--- src/rtl/segdac_pkg.sv ---
package segdac_pkg;
    // Default segmentation of the converter code.
    localparam int UNARY_FIELD_W = 7;
    localparam int BINARY_FIELD_W = 3;

    // Number of unary cells driven by a field of the given width.
    function automatic int unary_cells(input int field_w);
        return (1 << field_w) - 1;
    endfunction

    // Column bits used by the row/column pre-decode.
    function automatic int col_bits(input int field_w);
        return field_w / 2;
    endfunction
endpackage

--- src/rtl/seg_predecode.sv ---
module seg_predecode #(
    parameter int FIELD_W = 7,
    parameter int COL_W   = 3,
    localparam int ROW_W  = FIELD_W - COL_W,
    localparam int ROWS   = 1 << ROW_W,
    localparam int COLS   = 1 << COL_W
) (
    input  logic               clk,
    input  logic               rst,
    input  logic [FIELD_W-1:0] field,
    output logic [ROWS-1:0]    row_below,
    output logic [ROWS-1:0]    row_equal,
    output logic [COLS-1:0]    col_below
);
    logic [ROW_W-1:0] row_sel;
    logic [COL_W-1:0] col_sel;
    logic [ROWS-1:0]  row_below_d;
    logic [ROWS-1:0]  row_equal_d;
    logic [COLS-1:0]  col_below_d;

    assign row_sel = field[FIELD_W-1:COL_W];
    assign col_sel = field[COL_W-1:0];

    // Row decode: full rows below the selected row, plus a one-hot current row.
    for (genvar r = 0; r < ROWS; r++) begin : g_row
        assign row_below_d[r] = (ROW_W'(r) < row_sel);
        assign row_equal_d[r] = (ROW_W'(r) == row_sel);
    end

    // Column decode: cells of the current row that are switched on.
    for (genvar c = 0; c < COLS; c++) begin : g_col
        assign col_below_d[c] = (COL_W'(c) < col_sel);
    end

    // Reset values equal the decode of field value 0.
    always_ff @(posedge clk) begin
        if (rst) begin
            row_below <= '0;
            row_equal <= ROWS'(1);
            col_below <= '0;
        end else begin
            row_below <= row_below_d;
            row_equal <= row_equal_d;
            col_below <= col_below_d;
        end
    end

    // Exactly one row is the partially filled row.
    assert_row_onehot_R1: assert property (@(posedge clk) disable iff (rst)
        $countones(row_equal) == 1);

    // Rows below the current one form a thermometer.
    assert_row_shape_R1: assert property (@(posedge clk) disable iff (rst)
        ((row_below + ROWS'(1)) & row_below) == '0);
endmodule

--- src/rtl/seg_combine.sv ---
module seg_combine #(
    parameter int FIELD_W = 7,
    parameter int COL_W   = 3,
    localparam int ROW_W  = FIELD_W - COL_W,
    localparam int ROWS   = 1 << ROW_W,
    localparam int COLS   = 1 << COL_W,
    localparam int CELLS  = (1 << FIELD_W) - 1
) (
    input  logic             clk,
    input  logic             rst,
    input  logic [ROWS-1:0]  row_below,
    input  logic [ROWS-1:0]  row_equal,
    input  logic [COLS-1:0]  col_below,
    output logic [CELLS-1:0] unary
);
    logic [CELLS-1:0] unary_d;

    // Cell i sits at row i/COLS, column i%COLS. It is on when its row is full,
    // or when its row is the current row and its column is below the count.
    for (genvar i = 0; i < CELLS; i++) begin : g_cell
        localparam int R = i / COLS;
        localparam int C = i % COLS;
        assign unary_d[i] = row_below[R] | (row_equal[R] & col_below[C]);
    end

    always_ff @(posedge clk) begin
        if (rst) unary <= '0;
        else     unary <= unary_d;
    end

    // The combined word is always a contiguous run of ones starting at bit 0.
    assert_unary_shape_R1: assert property (@(posedge clk) disable iff (rst)
        ((unary + CELLS'(1)) & unary) == '0);
endmodule

--- src/rtl/seg_delay.sv ---
module seg_delay #(
    parameter int WIDTH = 4,
    parameter int DEPTH = 2
) (
    input  logic             clk,
    input  logic             rst,
    input  logic [WIDTH-1:0] din,
    output logic [WIDTH-1:0] dout
);
    logic [WIDTH-1:0] tap [DEPTH+1];

    assign tap[0] = din;

    for (genvar s = 0; s < DEPTH; s++) begin : g_stage
        always_ff @(posedge clk) begin
            if (rst) tap[s+1] <= '0;
            else     tap[s+1] <= tap[s];
        end
    end

    assign dout = tap[DEPTH];
endmodule

--- src/rtl/segdac_front.sv ---
module segdac_front
    import segdac_pkg::*;
#(
    parameter int UNARY_W  = UNARY_FIELD_W,
    parameter int BINARY_W = BINARY_FIELD_W,
    localparam int CODE_W  = UNARY_W + BINARY_W,
    localparam int CELLS   = (1 << UNARY_W) - 1,
    localparam int COL_W   = UNARY_W / 2,
    localparam int ROWS    = 1 << (UNARY_W - COL_W),
    localparam int COLS    = 1 << COL_W,
    localparam int DEC_STAGES = 2
) (
    input  logic                clk,
    input  logic                rst,
    input  logic [CODE_W-1:0]   code_in,
    input  logic                code_vld,
    output logic [CELLS-1:0]    therm_p,
    output logic [CELLS-1:0]    therm_n,
    output logic [BINARY_W-1:0] bin_p,
    output logic [BINARY_W-1:0] bin_n
);
    // Input register.
    logic [CODE_W-1:0] in_code;
    logic              in_vld;

    always_ff @(posedge clk) begin
        if (rst) begin
            in_code <= '0;
            in_vld  <= 1'b0;
        end else begin
            in_code <= code_in;
            in_vld  <= code_vld;
        end
    end

    // Unary path: pre-decode stage, then combine stage.
    logic [ROWS-1:0]  row_below;
    logic [ROWS-1:0]  row_equal;
    logic [COLS-1:0]  col_below;
    logic [CELLS-1:0] unary_word;

    seg_predecode #(.FIELD_W(UNARY_W), .COL_W(COL_W)) u_predecode (
        .clk       (clk),
        .rst       (rst),
        .field     (in_code[CODE_W-1:BINARY_W]),
        .row_below (row_below),
        .row_equal (row_equal),
        .col_below (col_below)
    );

    seg_combine #(.FIELD_W(UNARY_W), .COL_W(COL_W)) u_combine (
        .clk       (clk),
        .rst       (rst),
        .row_below (row_below),
        .row_equal (row_equal),
        .col_below (col_below),
        .unary     (unary_word)
    );

    // Binary bits and the valid flag get the same number of flops as the decode.
    logic [BINARY_W:0] side_dly;

    seg_delay #(.WIDTH(BINARY_W + 1), .DEPTH(DEC_STAGES)) u_bin_delay (
        .clk  (clk),
        .rst  (rst),
        .din  ({in_vld, in_code[BINARY_W-1:0]}),
        .dout (side_dly)
    );

    logic                stage_vld;
    logic [BINARY_W-1:0] stage_bin;
    assign stage_vld = side_dly[BINARY_W];
    assign stage_bin = side_dly[BINARY_W-1:0];

    // Output bank: each polarity has its own flop; it loads only on valid words.
    always_ff @(posedge clk) begin
        if (rst) begin
            therm_p <= '0;
            therm_n <= '1;
            bin_p   <= '0;
            bin_n   <= '1;
        end else if (stage_vld) begin
            therm_p <= unary_word;
            therm_n <= ~unary_word;
            bin_p   <= stage_bin;
            bin_n   <= ~stage_bin;
        end
    end

    // Cycles since reset, used only to qualify the latency check.
    logic [1:0] warm_cnt;
    always_ff @(posedge clk) begin
        if (rst)                 warm_cnt <= '0;
        else if (warm_cnt != 2'd3) warm_cnt <= warm_cnt + 2'd1;
    end

    assert_pair_unary_R5: assert property (@(posedge clk) disable iff (rst)
        therm_n == ~therm_p);

    assert_pair_binary_R5: assert property (@(posedge clk) disable iff (rst)
        bin_n == ~bin_p);

    assert_reset_clear_R6: assert property (@(posedge clk)
        rst |=> (therm_p == '0 && bin_p == '0 && therm_n == '1 && bin_n == '1));

    assert_hold_invalid_R7: assert property (@(posedge clk) disable iff (rst)
        !stage_vld |=> ($stable(therm_p) && $stable(bin_p)));

    assert_latency_unary_R3: assert property (@(posedge clk) disable iff (rst)
        (warm_cnt == 2'd3 && $past(in_vld, 3))
            |-> ($countones(therm_p) == 32'($past(in_code[CODE_W-1:BINARY_W], 3))));

    assert_latency_binary_R2: assert property (@(posedge clk) disable iff (rst)
        (warm_cnt == 2'd3 && $past(in_vld, 3))
            |-> (bin_p == $past(in_code[BINARY_W-1:0], 3)));
endmodule

--- config.mk ---
export PLATFORM = sky130hd
export DESIGN_NAME = segdac_front
export DESIGN_NICKNAME = d
export VERILOG_FILES = /design/src/rtl/segdac_pkg.sv /design/src/rtl/seg_predecode.sv /design/src/rtl/seg_combine.sv /design/src/rtl/seg_delay.sv /design/src/rtl/segdac_front.sv
export SDC_FILE = /design/constraint.sdc
export NUM_CORES = 1
export LEC_CHECK = 0
export ABC_AREA = 1
export ABC_CLOCK_PERIOD_IN_PS = 3700
export BUFFER_PORTS_ARGS = -buffer_cell sky130_fd_sc_hd__buf_2
export CAP_MARGIN = 20
export CORE_MARGIN = 2
export CORE_UTILIZATION = 25
export DETAILED_ROUTE_END_ITERATION = 8
export GPL_ROUTABILITY_DRIVEN = 0
export HOLD_SLACK_MARGIN = 0.15
export MAX_ROUTING_LAYER = met4
export PLACE_DENSITY = 0.5
export SLEW_MARGIN = 20
export SYNTH_ARGS = -nofsm -noshare
export SYNTH_HDL_FRONTEND = slang
export SYNTH_SLANG_ARGS = --single-unit
--- constraint.sdc ---
create_clock -name clk -period 3.7 [get_ports clk]
set_clock_uncertainty 0.15 [all_clocks]
set_input_delay 0.37 -clock clk [delete_from_list [all_inputs] [get_ports clk]]
set_output_delay 0.37 -clock clk [all_outputs]
set_load 0.02 [all_outputs]
Yosys cells after proc, flatten, opt, wreduce, memory -nomap -nowiden
Cells that the tools add are included.
- $lt $le $gt $ge: 24
- eq/ne operators: 15
- bitwise logic cells: 256
- reduce and logical (&&, ||, !) cells: 1
- operators by type and width (operator ; number):
    $and 1x1->1 ; 127
    $not 127->127 ; 1
    $or 1x1->1 ; 127
    $eq 4x4->1 const A ; 8
    $lt 4x4->1 const A ; 8
    $eq 3x4->1 const A ; 4
    $lt 3x4->1 const A ; 4
    $lt 3x3->1 const A ; 4
    $eq 2x4->1 const A ; 2
    $lt 1x4->1 const A ; 2
    $lt 2x4->1 const A ; 2
    $lt 1x3->1 const A ; 2
    $lt 2x3->1 const A ; 2
    $eq 1x4->1 const A ; 1
    $logic_not 4->1 ; 1
    $not 3->3 ; 1
- register bits: 446
- input port bits: 13
- output and inout port bits: 260
- logic and storage cells: 308

Longest topological paths before layout
Gate-level depths: netlist (run 1).
- depth after elaboration: 2
- mapped depth: 6

By module
A second synthesis (run 1) with hierarchy kept.
- cell total of the unflattened synthesis: 1864
- area total of the unflattened synthesis: 14975.6 um2
- modules (own cells, without submodules) (module ; times used ; cells each ; area an instance (um2)):
    segdac_front ; 1 ; 1277 ; 9535.4
    seg_combine ; 1 ; 441 ; 4092.7
    seg_predecode ; 1 ; 117 ; 1086.0
    seg_delay ; 1 ; 29 ; 261.5

Least setup slack after synthesis (run 1)
OpenSTA, ideal clock, no wires.
- path kind: input-to-reg
- start point: input rst
- end point: register bin_n[2]
- arrival time: 1025 ps
- data required time: 3428 ps
- path slack: 2403 ps
- stages on the path: 5
- path through: inv_2 -> buf_4 -> buf_2 -> buf_2 -> nand3_1
- RTL lines (item ; line ; source):
    from (decl) ; segdac_front.sv:14 ; input logic rst,
    to (signal assigned) ; segdac_front.sv:86 ; bin_n <= ~stage_bin;
    to (decl) ; segdac_front.sv:20 ; output logic [BINARY_W-1:0] bin_n
No word-level cell between the ends.

==> results of run 1 <==
-- sequential cells by signal, indices dropped and copies added, names as in the netlist, 4 cells and up --
register	count
therm_n	127
u_bin_delay.tap	4
u_predecode.row_below	15
in_code	10
u_predecode.col_below	7
u_combine.unary	127
therm_p	127
u_predecode.row_equal	16
u_bin_delay.dout	4
-- layer usage --
layer / up-vias / routed length (microns) / part of all wire
met5: - / 0 / 0
li1: 5647 / - / -
met2: 245 / 17750 / 0.46
met1: 5050 / 17990 / 0.47
met4: 0 / 745 / 0.019
met3: 62 / 2061 / 0.053
-- power groups by stage --
| stage | clock [uW] | combinational, uW | sequential, uW |
|---|---|---|---|
| 2_1_floorplan | 0 | 276 | 5180 |
| 3_3_place_gp | 0 | 545 | 5100 |
| 3_5_place_dp | 0 | 551 | 5100 |
| 4_1_cts | 5540 | 562 | 5000 |
| 5_1_grt | 5710 | 621 | 5010 |
| 6_report | 5360 | 550 | 4990 |
-- area by class of cell --
class	count	area share
tap	748	0.05236
clock buffer	71	0.08533
antenna	3	0.0004200
clock inverter	22	0.01624
sequential	444	0.4975
timing repair buffer	291	0.08792
inverter	173	0.03689
multi-input combinational	975	0.2234
-- metrics by stage --
step / utilization / power (uW) / cell area (sq um) / hold slack, ns
finish: 0.3238 / 10900 / 17870 / 0.2557
floorplan: - / 5461 / 13960 / 0.2383
CTS: 0.3237 / 11090 / 17870 / 0.2616
global placement: 0.2886 / 5645 / 15930 / 0.2423
global route: 0.3238 / 11340 / 17870 / 0.2787
detailed placement: 0.2886 / 5651 / 15930 / 0.2532
-- logic make-up after synthesis --
family          Yosys count
flops                   444
compound gates          154
buf+inv                 257
simple gates            821
-- cells in the mapped netlist --
library cell	instances
sky130_fd_sc_hd__o21ai_1	1
sky130_fd_sc_hd__nor3_1	2
sky130_fd_sc_hd__inv_2	1
sky130_fd_sc_hd__inv_1	172
sky130_fd_sc_hd__buf_4	11
sky130_fd_sc_hd__a21oi_1	27
sky130_fd_sc_hd__nor2_1	272
sky130_fd_sc_hd__clkbuf_1	17
sky130_fd_sc_hd__nand2_1	437
sky130_fd_sc_hd__buf_6	1
sky130_fd_sc_hd__nand3_1	110
sky130_fd_sc_hd__o21ai_0	126
sky130_fd_sc_hd__buf_2	52
sky130_fd_sc_hd__buf_1	3
sky130_fd_sc_hd__dfxtp_1	444
-- worst paths after layout --
path / from / endpoint / slack (ns) / depth (start not counted)
worst max register to register: u_bin_delay.dout[3]$_SDFF_PP0_ / therm_p[120]$_SDFFE_PP0P_ / 1.87 / 4
worst min register to register: in_code[2]$_SDFF_PP0_ / u_bin_delay.tap[6]$_SDFF_PP0_ / 0.26 / 2
worst min-delay path: in_code[2]$_SDFF_PP0_ / u_bin_delay.tap[6]$_SDFF_PP0_ / 0.26 / 2
worst max-delay path: rst / u_combine.unary[96]$_SDFF_PP0_ / 1.40 / 5
-- worst max-delay path, cell delays in order --
cell and delay, ns:
sky130_fd_sc_hd__dlygate4sd3_1 0.53, sky130_fd_sc_hd__buf_2 0.17, sky130_fd_sc_hd__inv_8 0.36, sky130_fd_sc_hd__nand2_1 0.74
sky130_fd_sc_hd__o21ai_0 0.41
==> run summary, run 1 <==
The run finished with clean final reports. Entering global routing, the biggest net connects 152 pins. The tools report the number of fill cells as 5906. The combined area of the multi-input logic cells is 0.003993 sq mm. The run gives 7 as the number of search-and-repair iterations in the first detailed-routing pass. The setup path with the least slack is of type in2reg. Clock period minus final worst setup slack: 2.304 ns. STA puts the critical path data required time at 4.02 ns.

In this run, post-CTS repair resized a total of 0 instances. Final-report max-slew violation count: 0. The detailed-route via count is 11004, and the part of the power in the clock network is 0.491.

Busiest layer in global routing: met2. The finished layout holds 2727 standard cells, fillers aside. The die covers 0.05774 sq mm. The total power density per cell area is 609.8 mW/mm^2. The tools report the area of the mapped netlist as 0.01396 sq mm.

After layout, the worst setup slack is 1.396 ns. The final clock period utilization by the worst path works out to 0.6228. STA classifies the critical path endpoint as a flop. The post-synthesis compound-gate area fraction was 0.05521; the critical path arrival was 2.63 ns.

The via count of the first global-routing pass is 10618, and the internal power component is 8394 uW. Compared with the post-synthesis result, the final layout area differs by 28.04%. The global routing usage on met1 was 0.1706.

Yosys printed 0 warnings. Critical path launch point type: an input port. The quantity of hold-fixing buffers added after cts is 12. The library cell used most frequently in the layout, excluding fill and tap cells, is sky130_fd_sc_hd__dfxtp_1. The analysis attributes to net switching a power of 2506 uW. Detailed placement ended at an HPWL of 24.80 mm. TritonCTS built the clock tree. Timing-limited maximum frequency: 433.9 MHz. The sequential fraction of the synthesis area was 0.6367.

The tools report the max-cap violation count as 0. Post-CTS timing repair inserted 0 buffers for setup. The tools report the normalized max-slew margin as 0.3391. The top fanout value on the critical path came out at 80. In this run the count of I/O pins placed on the die edge is 273.

The xor and xnor area share after synthesis was 0; the number of violations reported at the end of detailed-routing iteration 0 was 537. The average instance area after synthesis works out to 8.329 sq um. No sink is reached through more buffers than the 3 on the longest clock path. In the final routed layout, each cell accounts on average for 14.14 microns. The adder-cell share of the synthesized area came out at 0. Setup repair after global routing left no endpoint under its margin. The total CTS buffers is 51.

Summed over all instances, the cell type with the most area after synthesis is sky130_fd_sc_hd__dfxtp_1. Counting flops and latches in the post-synthesis netlist gives 444. The post-synthesis simple-gate area fraction works out to 0.2308. The switching share of total power came out at 0.2299. The total area inside the core boundary comes to 0.05520 sq mm. After detailed routing, the number of vias per cell comes to 4.035. The TritonCTS sink count is 444, and the cell total after placement is 2619.

For the number of distinct library cells after synthesis, the log shows 15. The effective utilization at floorplan came out at 0.2529. The power share of the combinational group was 0.050; the final number of hold-violating endpoints was 0.

Port buffering added 272 buffers. The number of nets with antenna violations after routing is 0. The tools report the met3 track demand over resource as 0.03100. Measured along the x axis, the die boundary spans 240.3 microns. The die is 240.3 microns tall. The library cell used as clock root buffer was sky130_fd_sc_hd__clkbuf_16. Met2 demand-to-capacity share in global routing: 0.2124. For this run, the post-layout net count is 1949. Setup violations remaining at the end of the flow were counted as 0. Leaving out fill and tap cells, the most frequent cells in the layout are 443 x sky130_fd_sc_hd__dfxtp_1, 437 x sky130_fd_sc_hd__nand2_1, 272 x sky130_fd_sc_hd__nor2_1, 272 x sky130_fd_sc_hd__buf_2, 171 x sky130_fd_sc_hd__inv_1. The initial antenna violation count was 3; the post-route setup TNS was 0 ns.

The number of rows in the core area is 86. The type of the tightest min-delay check was reg2reg. The first global-routing pass estimated 58.81 mm of wire. The power share of the sequential group was 0.458.

Summed over all layers, the routed wires come to 38.55 mm. The net count after synthesis is 1689, and the detailed-route DRC error count is 0. The analysis attributes to cell leakage a power of 0.008108 uW. The later pin in the worst-skew pair is clocked with a latency of 0.58 ns. By area the synthesized netlist is led by sky130_fd_sc_hd__dfxtp_1 64%, sky130_fd_sc_hd__nand2_1 12%, sky130_fd_sc_hd__nor2_1 7.3%.

The tools report the maximum vdd drop as 0.2798 mV. The combinational family with the most area after synthesis was simple AND/OR/NAND/NOR gates. The CTS H-tree depth came out at 2.

The synthesized instance count is 1676, and the area share of the largest cell type after synthesis is 0.6367. The layout cell share with drive strength beyond 1 is 0.1867, and the global-route total usage across every layer is 0.1342. The setup slack after placement was 1.340 ns; the flip-flop and latch area was 0.008892 sq mm. The clock-pin slew on the worst setup and hold paths is 0.06 ns, and the transition time at the pin with the least slew margin is 0.9889 ns. The share of synthesized area spent on multiplexers was 0; the overall overflow remaining after global route was 0.
Power figures use the tool's default switching activity.
==> run 2: changes to the inputs <==
ABC_CLOCK_PERIOD_IN_PS = 1900   (was 3700)
PLACE_DENSITY = 0.52   (was 0.5)
clock period = 1.9 ns   (was 3.7 ns; I/O delays follow)
==> run summary, run 2 (synthesis gave the netlist of run 1 again) <==
Start point of the worst hold path: u_bin_delay.tap[7]$_SDFF_PP0_. The die boundary width came out at 240.3 microns (unchanged). The total power density per cell area is 1157 mW/mm^2 (+90%).

The detailed-route DRC error count came out at 0 (unchanged). The register-to-register setup slack was 0.41 ns (-1.46 ns). The tools report the global-route wire length before repair as 60.73 mm (+3.3%). The run gives 0 ns (unchanged) as the post-route setup TNS.

The via count of the first global-routing pass came out at 10840 (+2.1%). The number of fill cells came out at 5772 (-2.3%). The tools report the final-report max-slew violation count as 0 (unchanged). The total power of the final layout is 21070 uW (+93%). The run gives 0 (unchanged) as the number of setup buffers added after CTS.

For the combined area of the multi-input logic cells, the log shows 0.003993 sq mm (unchanged). By startpoint and endpoint, the worst setup path is classified as in2reg. The logs give 0 (unchanged) for the final-report setup violation count and 444 (unchanged) for the TritonCTS sink count. The critical path arrival came out at 2.05 ns (-0.58 ns). Buffers plus inverters on the worst setup path: 4 (+1). The tools report the origin of the worst setup path as rst. The flip-flop and latch area was 0.008892 sq mm (unchanged). Max-cap violation count: 0 (unchanged). TritonCTS built the clock tree. The worst hold path terminates at u_bin_delay.dout[3]$_SDFF_PP0_.

For the data required time of the worst path, the log shows 2.21 ns (-1.81 ns). The run gives 1988 (+2.0%) as the number of nets in the layout. The normalized max-slew margin is 0.6517 (+0.3125). From synthesis to final layout, the design area changed by 30.46%. The tools report the effective utilization at floorplan as 0.2529 (unchanged). Height of the chip: 240.3 microns (unchanged).

The library cell used as clock root buffer was sky130_fd_sc_hd__clkbuf_16. The transition time at the pin with the least slew margin works out to 0.5225 ns (-0.4664 ns). The largest registers in the layout are therm_n x127, therm_p x127, u_combine.unary x127. The worst setup path is captured at a flop. The number of rows in the core area is 86 (unchanged).

The tools report the CTS H-tree depth as 2 (unchanged). The path class of the tightest hold or removal check is reg2reg. Final standard cell utilization of the core: 0.3299 (+0.006098). The top cell types in the final layout, fill and taps aside, are 443 x sky130_fd_sc_hd__dfxtp_1, 437 x sky130_fd_sc_hd__nand2_1, 272 x sky130_fd_sc_hd__nor2_1, 272 x sky130_fd_sc_hd__buf_2, 171 x sky130_fd_sc_hd__inv_1. Timing would allow up to 575.1 MHz. The flow ran to the end, and the final reports show no timing, DRC or antenna violations.

The top fanout value on the critical path came out at 32 (-60%). The worst register-to-register path ends at therm_p[61]$_SDFFE_PP0P_. For the die area, the log shows 0.05774 sq mm (unchanged). The detailed-route via count is 11194 (+1.7%). The worst-case reg-to-reg path depth was 5 (+1).

The total CTS buffers is 49 (-3.9%), and the core area is 0.05520 sq mm (unchanged). The signal on the critical path passes through dlygate4sd3_1, buf_2, buf_4, nor2_1, dlygate4sd3_1. The layout cell share with drive strength beyond 1 was 0.1956 (+0.008890); the global-route total usage across every layer was 0.1400 (+0.005786). The library cell used most frequently in the layout, excluding fill and tap cells, is sky130_fd_sc_hd__dfxtp_1. Detail-routed net length per standard cell: 14.48 microns (+2.4%). The total half-perimeter wirelength after legalization and detailed placement was 26.81 mm (+8.1%).

The tools report the overall overflow remaining after global route as 0 (unchanged). Initial antenna violation count: 5 (+2). Number of top-level pins: 273 (unchanged). Setup repair after global routing left no endpoint under its margin.

In this design, the largest share of critical-path delay is due to buffers and inverters. Static leakage: 0.008296 uW (+2.3%). The peak per-stage delay on the critical path was 0.57 ns (-0.17 ns).

The clock period minus final worst setup slack was 1.739 ns. The total detailed-routing wirelength was 40.05 mm (+3.9%). The clock-pin slew on the worst setup and hold paths is 0.06 ns (about the same), and the pin count of the biggest net entering global routing is 81 (-47%). The detail-routed via count per cell is 4.047 (+0.29%), and the deepest clock path buffer count is 3 (unchanged). The number of nets with antenna violations after routing is 0 (unchanged).

Dominant cell type by count on the critical path: sky130_fd_sc_hd__dlygate4sd3_1. The maximum vdd drop was 0.5246 mV (+87%). The tools report the final number of hold-violating endpoints as 0 (unchanged). The cell with the biggest individual delay on the critical path is sky130_fd_sc_hd__dlygate4sd3_1. The worst slack on hold paths came out at 0.2456 ns (-0.01010 ns). The final clock period utilization by the worst path is 0.9151. The number of gates resized after CTS came out at 0 (unchanged). The clock latency reported for the late side of the worst-skew pair is 0.59 ns (about the same), and the total of buffers placed on input and output ports is 272 (unchanged). The number of violations reported at the end of detailed-routing iteration 0 is 488 (-9.1%). The critical path launch point type was an input port. The worst hold path stage count was 2 (unchanged). The launch point of the worst reg-to-reg path was u_bin_delay.dout[3]$_SDFF_PP0_.

The number of search-and-repair iterations in the first detailed-routing pass was 4 (-3).
[run 2: cell types whose count changed in the layout (fill, tap and decap cells not counted)]
cell	change
sky130_fd_sc_hd__clkinvlp_4	+1
sky130_fd_sc_hd__diode_2	+1
sky130_fd_sc_hd__buf_12	+5
sky130_fd_sc_hd__bufinv_16	+2
sky130_fd_sc_hd__buf_4	+25
sky130_fd_sc_hd__clkbuf_8	-4
sky130_fd_sc_hd__inv_6	-2
sky130_fd_sc_hd__clkbuf_1	+2
sky130_fd_sc_hd__clkbuf_16	-3
sky130_fd_sc_hd__clkinv_4	+1
sky130_fd_sc_hd__dlygate4sd3_1	+11
[run 2: worst max-delay path by stage]
| stage | cells past startpoint | slack (ns) | to |
|---|---|---|---|
| global placement | 5 | 0.37 | u_combine.unary[117]$_SDFF_PP0_ |
| detailed placement | 5 | 0.33 | u_combine.unary[117]$_SDFF_PP0_ |
| finish | 5 | 0.16 | in_code[6]$_SDFF_PP0_ |
| floorplan | 6 | 0.67 | therm_n[125]$_SDFFE_PP1P_ |
| CTS | 5 | 0.21 | in_vld$_SDFF_PP0_ |
| global route | 5 | 0.12 | in_code[6]$_SDFF_PP0_ |
[run 2: power by group]
part / total, uW / internal, uW / switching (uW)
Sequential: 9720 / 9590 / 128
Combinational: 1140 / 374 / 769
Clock: 10200 / 6280 / 3930
Total: 21100 / 16200 / 4820
[run 2: worst reg2reg max path, cell delays in order (launching register included)]
cell                      delay [ns]
sky130_fd_sc_hd__dfxtp_4        0.37
sky130_fd_sc_hd__buf_12         0.23
sky130_fd_sc_hd__buf_12         0.30
sky130_fd_sc_hd__nand2_1        0.21
sky130_fd_sc_hd__nand2_1        0.09
sky130_fd_sc_hd__nor2_1         0.04
[run 2: layout make-up]
cell class | count | area share
Antenna cell | 4 | 0.0005496
Clock buffer | 66 | 0.07702
Clock inverter | 24 | 0.01917
Inverter | 173 | 0.03621
Multi-Input combinational cell | 975 | 0.2192
Sequential cell | 444 | 0.4883
Tap cell | 748 | 0.05139
Timing Repair Buffer | 332 | 0.1081
[run 2: through the flow]
| stage | setup slack (ns) | instances | area (sq um) |
|---|---|---|---|
| after floorplan | 0.6708 | 1676 | 13960 |
| after global placement | 0.3728 | 2649 | 16220 |
| after detailed placement | 0.3342 | 2649 | 16220 |
| after CTS | 0.2146 | 2762 | 18200 |
| after global routing | 0.1236 | 2766 | 18210 |
| final | 0.1612 | 2766 | 18210 |
[run 2: metal layers]
metal | share of wire | vias up | routed length [microns] | track usage
met5 | 0 | - | 0 | -
met2 | 0.45 | 226 | 18120 | 0.2168
li1 | - | 5734 | - | -
met4 | 0.020 | 0 | 796 | 0.03802
met3 | 0.051 | 57 | 2055 | 0.03421
met1 | 0.48 | 5177 | 19080 | 0.1818
[run 2: timing repair]
action | in CTS | in global routing
setup endpoints to repair | 0 | 0
hold endpoints to repair | 181 | 0
hold buffers | 23 | 0
==> run 3: changes to the inputs <==
==> constraint.sdc (replaced) <==
create_clock -name clk -period 1.9 [get_ports clk]
set_clock_uncertainty 0.15 [all_clocks]
set_input_delay 0.285 -clock clk [delete_from_list [all_inputs] [get_ports clk]]
set_output_delay 0.285 -clock clk [all_outputs]
set_load 0.02 [all_outputs]
==> run summary, run 3 (synthesis gave the netlist of run 1 again) <==
The flow ran to the end, and the final reports show no timing, DRC or antenna violations. The part of the power in the clock network came out at 0.482 (-0.002). The total of buffers placed on input and output ports was 272 (unchanged). STA classifies the critical path endpoint as a flop. The tools report the final number of hold-violating endpoints as 0 (unchanged). The total CTS buffers is 49 (unchanged). Layout cell share with drive strength beyond 1: 0.1952 (-0.0003996).

Final-report setup violation count: 0 (unchanged). The peak per-stage delay on the critical path is 0.58 ns (about the same). Max-cap violation count: 0 (unchanged). Final design instance area without fill: 0.01822 sq mm (about the same).

The switching share of total power was 0.2266 (-0.002413); the post-route setup TNS was 0 ns (unchanged). The clock latency reported for the late side of the worst-skew pair was 0.58 ns (about the same). The category of the critical setup timing path is in2reg. Overall overflow remaining after global route: 0 (unchanged).

The endpoint of the worst-slack reg-to-reg timing path is therm_p[50]$_SDFFE_PP0P_. The final clock period utilization by the worst path is 0.9601 (+0.04495), and the die boundary width is 240.3 microns (unchanged). The clock-pin slew on the worst setup and hold paths was 0.06 ns (about the same); the internal power component was 16230 uW (about the same). Detail-routed via count per cell: 4.062 (+0.38%). Type of the tightest min-delay check: reg2reg. The detail-routed net length per standard cell was 14.44 microns (-0.28%). The run gives 20980 uW (-0.40%) as the total power of the final layout. The clock period minus final worst setup slack was 1.824 ns (+0.08540 ns); the power share of the combinational group was 0.054 (about the same).

For the data required time of the worst path, the log shows 2.21 ns (about the same). The library cell used most frequently in the layout, excluding fill and tap cells, is sky130_fd_sc_hd__dfxtp_1. The library cell used as clock root buffer was sky130_fd_sc_hd__clkbuf_16. For the slack of the critical path, the log shows 0.07584 ns (-0.08540 ns). The register-to-register setup slack was 0.42 ns (about the same); the final-report max-slew violation count was 0 (unchanged). In the layout the commonest cells are 443 x sky130_fd_sc_hd__dfxtp_1, 437 x sky130_fd_sc_hd__nand2_1, 272 x sky130_fd_sc_hd__nor2_1, 272 x sky130_fd_sc_hd__buf_2, 171 x sky130_fd_sc_hd__inv_1. The worst setup path is launched from an input port.

The tools report the launch point of the worst reg-to-reg path as u_bin_delay.dout[3]$_SDFF_PP0_. For the TritonCTS sink count, the log shows 444 (unchanged). The run gives 1988 (unchanged) as the number of nets in the layout. The largest registers in the layout are therm_n x127, therm_p x127, u_combine.unary x127. The tools report the maximum vdd drop as 0.5680 mV (+8.3%). The area of placed instances was 0.01626 sq mm (+0.25%); the number of violations reported at the end of detailed-routing iteration 0 was 530 (+8.6%). Total detailed-routing wirelength: 39.92 mm (-0.31%).

Setup slack after placement: 0.3117 ns (-0.02250 ns). For the global-route total usage across every layer, the log shows 0.1391 (-0.0008332). Setup repair after global routing left no endpoint under its margin.

The total power density per cell area was 1152 mW/mm^2 (-0.44%); the transition time at the pin with the least slew margin was 0.4210 ns (-0.1015 ns). The number of setup buffers added after CTS was 0 (unchanged). The tools report the detailed-route DRC error count as 0 (unchanged). The most critical setup path has its endpoint at in_vld$_SDFF_PP0_. The top fanout value on the critical path came out at 32 (unchanged). Tracing the worst setup path back leads to its startpoint at rst. The tools report the via count of the first global-routing pass as 10881 (+0.38%). The number of search-and-repair iterations in the first detailed-routing pass came out at 5 (+1). The cell with the biggest individual delay on the critical path is sky130_fd_sc_hd__dlygate4sd3_1.

The logs give 3 (unchanged) for the deepest clock path buffer count and 11232 (+0.34%) for the detailed-route via count. TritonCTS built the clock tree. CTS H-tree depth: 2 (unchanged). The run gives 84 (+3.7%) as the pin count of the biggest net entering global routing. The most numerous cell type found on the critical path is sky130_fd_sc_hd__dlygate4sd3_1. The global-route wire length before repair was 60.63 mm (-0.16%); the height of the chip was 240.3 microns (unchanged).

The initial antenna violation count is 4 (-1). The number of rows in the core area came out at 86 (unchanged). The critical path goes through dlygate4sd3_1, buf_2, buf_4, nor2_1, dlygate4sd3_1. The worst slack on hold paths was 0.2433 ns (-0.002221 ns). The run gives 273 (unchanged) as the number of top-level pins. The worst-case reg-to-reg path depth is 5 (unchanged). The area added between synthesis and finish was 30.50% (about the same); the timing-limited maximum frequency was 548.2 MHz (-4.7%). The static leakage came out at 0.008305 uW (+0.11%). The power share of the sequential group came out at 0.463 (+0.002).

For the total half-perimeter wirelength after legalization and detailed placement, the log shows 27.66 mm (+3.2%). Critical path arrival: 2.14 ns (+0.09 ns). The switching power is 4754 uW (-1.5%). The effective utilization at floorplan is 0.2529 (unchanged). The logs give 0 (unchanged) for the number of nets with antenna violations after routing and 0.05774 sq mm (unchanged) for the die area. The tools report the core area as 0.05520 sq mm (unchanged). The tools report the normalized max-slew margin as 0.7186 (+0.06697).
[run 3: area by class of cell]
| cell class | instances | area (sq um) |
|---|---|---|
| diodes | 4 | 10.01 |
| repair buffers | 332 | 1989 |
| inverters | 173 | 659.4 |
| fillers | 5782 | 36980 |
| well taps | 748 | 935.9 |
| flip-flops and latches | 444 | 8892 |
| clock inverters | 19 | 289.0 |
| clock buffers | 70 | 1449 |
| multi-input cells | 975 | 3993 |
[run 3: worst min-delay path by stage]
stage | start | to | slack [ns] | cells past startpoint
detailed placement | u_bin_delay.tap[7]$_SDFF_PP0_ | u_bin_delay.dout[3]$_SDFF_PP0_ | 0.24 | 2
floorplan | rst | u_predecode.row_below[7]$_SDFF_PP0_ | 0.23 | 1
finish | u_bin_delay.tap[7]$_SDFF_PP0_ | u_bin_delay.dout[3]$_SDFF_PP0_ | 0.24 | 2
global route | u_bin_delay.tap[7]$_SDFF_PP0_ | u_bin_delay.dout[3]$_SDFF_PP0_ | 0.24 | 2
global placement | u_bin_delay.tap[7]$_SDFF_PP0_ | u_bin_delay.dout[3]$_SDFF_PP0_ | 0.24 | 2
CTS | u_bin_delay.tap[7]$_SDFF_PP0_ | u_bin_delay.dout[3]$_SDFF_PP0_ | 0.24 | 2
[run 3: power groups by stage]
stage / Clock [uW] / Combinational, uW / Sequential [uW]
floorplan: 0 / 538 / 10100
global placement: 0 / 1110 / 9930
detailed placement: 0 / 1120 / 9930
CTS: 10400 / 1160 / 9730
global route: 10800 / 1280 / 9750
finish: 10100 / 1140 / 9720
[run 3: per-stage QoR]
| stage | std cells | utilization |
|---|---|---|
| 5_1_grt | 2765 | 0.3300 |
| 3_5_place_dp | 2651 | 0.2946 |
| 6_report | 2765 | 0.3300 |
| 4_1_cts | 2761 | 0.3298 |
| 2_1_floorplan | 1676 | - |
| 3_3_place_gp | 2651 | 0.2946 |
[run 3: critical path, delay by kind of cell]
family                 cells  cell delay (ns)
buffers and inverters      4             1.73
and+or+nand+nor            1             0.09
[run 3: repair_timing]
item	in CTS	in global routing
resized for setup	0	0
setup endpoints to repair	0	0
endpoints found under the hold margin	142	0
hold buffers	21	0
[run 3: metal layers]
| layer | vias up | part of all wire | global-route usage |
|---|---|---|---|
| met1 | 5199 | 0.47 | 0.1811 |
| met2 | 234 | 0.45 | 0.2121 |
| li1 | 5730 | - | - |
| met4 | 0 | 0.028 | 0.05138 |
| met5 | - | 0 | - |
| met3 | 69 | 0.053 | 0.02951 |
